$ cat src/rtl/sad8_engine.sv
module sad8_engine #(
  parameter int DW    = 8,
  parameter int SW    = 16,
  parameter int CW    = 8,
  parameter int LANES = 8,
  parameter int TAPS  = 4
) (
  input  logic                clk,
  input  logic                rst_n,
  input  logic                in_valid,
  input  logic [16*DW-1:0]    op_a,
  input  logic [16*DW-1:0]    op_b,
  input  logic [CW-1:0]       ctrl,
  output logic                out_valid,
  output logic [LANES*SW-1:0] out_sums
);
  localparam int WIN = LANES + TAPS - 1;

  logic [DW-1:0] win  [WIN];
  logic [DW-1:0] refb [TAPS];
  logic [DW-1:0] ad_d [LANES][TAPS];
  logic [DW-1:0] ad_q [LANES][TAPS];
  logic [SW-1:0] sum_d [LANES];
  logic          v1;
  logic          unused_hi;

  assign unused_hi = ^ctrl[CW-1:3];

  for (genvar w = 0; w < WIN; w++) begin : g_win
    assign win[w] = ctrl[2] ? op_a[(w+TAPS)*DW +: DW] : op_a[w*DW +: DW];
  end

  for (genvar t = 0; t < TAPS; t++) begin : g_ref
    assign refb[t] = op_b[(int'(ctrl[1:0])*TAPS + t)*DW +: DW];
  end

  for (genvar k = 0; k < LANES; k++) begin : g_lane
    for (genvar m = 0; m < TAPS; m++) begin : g_tap
      assign ad_d[k][m] = (win[k+m] > refb[m]) ? win[k+m] - refb[m]
                                               : refb[m] - win[k+m];
    end
  end

  always_ff @(posedge clk) begin
    if (!rst_n) begin
      v1 <= 1'b0;
      for (int k = 0; k < LANES; k++)
        for (int m = 0; m < TAPS; m++)
          ad_q[k][m] <= '0;
    end else begin
      v1 <= in_valid;
      if (in_valid) ad_q <= ad_d;
    end
  end

  always_comb begin
    for (int k = 0; k < LANES; k++) begin
      sum_d[k] = '0;
      for (int m = 0; m < TAPS; m++)
        sum_d[k] = sum_d[k] + SW'(ad_q[k][m]);
    end
  end

  always_ff @(posedge clk) begin
    if (!rst_n) begin
      out_valid <= 1'b0;
      out_sums  <= '0;
    end else begin
      out_valid <= v1;
      if (v1)
        for (int k = 0; k < LANES; k++)
          out_sums[k*SW +: SW] <= sum_d[k];
    end
  end
endmodule


$ cat config.mk
export PLATFORM = sky130hd
export DESIGN_NAME = sad8_engine
export DESIGN_NICKNAME = d
export VERILOG_FILES = /design/src/rtl/sad8_engine.sv
export SDC_FILE = /design/constraint.sdc
export NUM_CORES = 2
export LEC_CHECK = 0
export BUFFER_PORTS_ARGS = -buffer_cell sky130_fd_sc_hd__buf_2
export CAP_MARGIN = 40
export CORE_ASPECT_RATIO = 0.7
export CORE_MARGIN = 8
export CORE_UTILIZATION = 45
export CTS_BUF_LIST = sky130_fd_sc_hd__clkbuf_8
export DETAILED_ROUTE_END_ITERATION = 16
export GPL_ROUTABILITY_DRIVEN = 0
export GPL_TIMING_DRIVEN = 0
export MAX_ROUTING_LAYER = met4
export PLACE_DENSITY_LB_ADDON = 0.08
export SYNTH_ARGS = -nofsm -noshare
export SYNTH_HDL_FRONTEND = slang
export SYNTH_SLANG_ARGS = --single-unit
$ cat constraint.sdc
create_clock -name clk -period 5.1 [get_ports clk]
set_input_delay 0.51 -clock clk [delete_from_list [all_inputs] [get_ports clk]]
set_output_delay 0.51 -clock clk [all_outputs]
set_load 0.01 [all_outputs]
==> results.cfg <==
[status]
status = finished, final reports clean

[synthesis]
synth_top_area_cell = ha_1
ys_seq_area_share_pct = 17.9
synth-edff-count = 0
synth.distinct_cells = 72
synthTopCellsByArea = ha_1 18%, dfxtp_1 18%, fa_1 10%
syn_area_per_cell_um2 = 8.72
synth_most_common_cell = ha_1
synth_seq_cells = 338
async_flop_share_pct = 0
synth_common_cells = 552 x ha_1, 526 x inv_1, 396 x a21oi_1, 385 x o21ai_0, 338 x dfxtp_1
yosysTopAreaCellShare_pct = 18.2
synthesis.instances = 4341
yosys_warnings = 0
dominantRegCellSynth = dfxtp_1
syn_area_um2 = 37900

[flow_run]
maxCapViolations = 0

[cts]
clk_latency_ns = 0.72
clock-sinks = 338
clk_path_buf_depth = 3
cts_inserted_buffers = 67
root_buffer = clkbuf_8
htree_levels = 3
post-cts-setup-buffer-count = 0
ctsHoldBuffers = 0
cts-resized-gates = 0
cts_tree = done
clkTransAtPathRegs_ns = 0.07

[critical_path]
rrSetupSlack_ns = 1.64
cp-end-kind = register
critical_path_class = input pin to register
worst-path-buf-inv = 3
reg2reg_to = out_sums[25]
crit_path_start_kind = input pin
crit_arrival_ns = 5.33
cp_cell_sequence = clkbuf_1, buf_2, mux4_2, inv_1, ha_1, and2_4, nand3_1, o311ai_1, o21ai_2, mux2i_1, xor2_1, o21ai_0
r2r_start = ad_q[193]
slowest_stage = mux4_2
cp.required_ns = 5.66
max_stage_delay_ns = 0.86
critPathTopFamily = buffers and inverters
reg2reg_depth = 12
cp_max_fo = 10

[timing]
fin_crit_sh_pct = 93.6
rsz0062_at_grt = false
maxSlewViolCount = 0
worst_slew_pin_slew_ns = 1.02
hold_viol = 0
min_period_ns = 4.78
slew_headroom_pct = 31.8
fmax_mhz = 209
setup_viol = 0
fin_setup_tns_ns = 0
skew_ns = 0.0484

[layout]
final_nets = 5868
area_growth_pct = 15.5
drive_gt1_share_pct = 14.8
layout.cells.non_filler = 6065

[place]
dp_hpwl_mm = 142
portBuffers = 331
placed_cells = 5923

[grt]
antenna_found_initial = 14
first_global_vias = 33808
overflow = 0
grt_pass1_wl_mm = 246
grt_max_degree = 18
grtUsageTotal_pct = 37.2

[routing]
routedWlPerCell_um = 29.0
ant_nets = 0
vias_per_cell = 5.95
drt_iter0_drc = 4578
drt_pass1_iterations = 8
post-route-drc-count = 0
wirelength_mm = 176
vias = 36065

[floorplanning]
start_util_pct = 45.1
chipHeight_um = 259
dieArea_um2 = 93800
rows = 89
boundaryPins = 396
core-area_um2 = 83900
die-width_um = 363

[power]
p_leak_uw = 0.0213
p_per_area_nw_per_um2 = 371
ir_drop_uv = 182

[hold_path]
min-delay-start = ad_q[82]
worstHoldEndpoint = ad_q[82]
min_path_cells = 2
min_path_type = register to register
-- registers in the layout, indices dropped and copies added (netlist names) --
| register | cells |
|---|---|
| out_valid | 1 |
| out_sums | 80 |
| ad_q | 256 |
| v1 | 1 |
-- worst max path at each step --
stage,from,endpoint,slack (ns),depth (start not counted)
floorplan,ctrl[2],ad_q[206],1.20,13
CTS,ctrl[0],ad_q[155],0.57,12
global placement,ctrl[2],ad_q[157],-0.83,12
global route,ctrl[0],ad_q[155],0.24,12
finish,ctrl[0],ad_q[155],0.32,12
detailed placement,ctrl[0],ad_q[155],-0.19,12
-- power by group --
group	internal [uW]	leakage, uW	total (uW)	switching (uW)
clock network	1910	0.000848	3340	1430
registers	3120	0.00280	3400	278
logic	3720	0.0177	9480	5760
total	8750	0.0213	16200	7460
-- tightest hold or removal path: cells and delay by family (launching register included) --
kind | cells | cell delay, ns
AOI/OAI and AO/OA | 1 | 0.05
DFF | 1 | 0.31
and+or+nand+nor | 1 | 0.05
-- logic make-up (layout without fill, tap and decap cells) --
family                   after synthesis  after routing  synth area share [%]
AO/OA/AOI/OAI                       1184           1184                  19.0
buffers and inverters                746           1268                  8.03
adder cells (fa/ha/maj)              744            744                  28.4
AND/OR/NAND/NOR                      706            706                  9.72
multiplexers                         395            395                  11.7
flip-flops                           338            338                  17.9
XOR/XNOR                             227            227                  5.25
other                                  1             66               0.00991
-- layer usage --
layer | vias to the layer above | GRT usage [%] | wire (um)
li1 | 15981 | - | -
met3 | 457 | 11.9 | 22500
met5 | - | - | 0
met1 | 17286 | 50.9 | 76100
met4 | 0 | 18.0 | 9760
met2 | 2341 | 48.7 | 67400
-- final cells by class --
cell class | count | area [um^2]
inverter | 527 | 1980
sequential | 338 | 6770
multi-input combinational | 3304 | 28300
tap | 1137 | 1420
buffer | 219 | 1070
antenna | 18 | 45.0
timing repair buffer | 400 | 2630
clock inverter | 34 | 347
clock buffer | 88 | 1210
fill | 8199 | 40100
-- placed cells by master (no fill, tap or decap), types with 79 or more instances in the layout --
cell,n
ha_1,552
inv_1,540
a21oi_1,396
o21ai_0,385
buf_2,349
dfxtp_1,338
mux2i_1,300
nand2_1,229
fa_1,192
xnor2_1,160
nor2b_1,137
clkbuf_1,124
a21o_1,100
clkbuf_8,88
nor2_1,79
-- per-stage QoR --
stage	power [uW]	setup slack (ns)	instance area (um^2)	util (%)	hold WS [ns]
floorplan	9670	1.20	38000	-	0.425
global placement	12500	-0.825	41100	49.0	0.437
detailed placement	12700	-0.191	42100	50.2	0.442
CTS	16000	0.566	43700	52.1	0.453
global route	17200	0.238	43700	52.1	0.466
finish	16200	0.324	43700	52.2	0.451
Power figures use the tool's default switching activity.
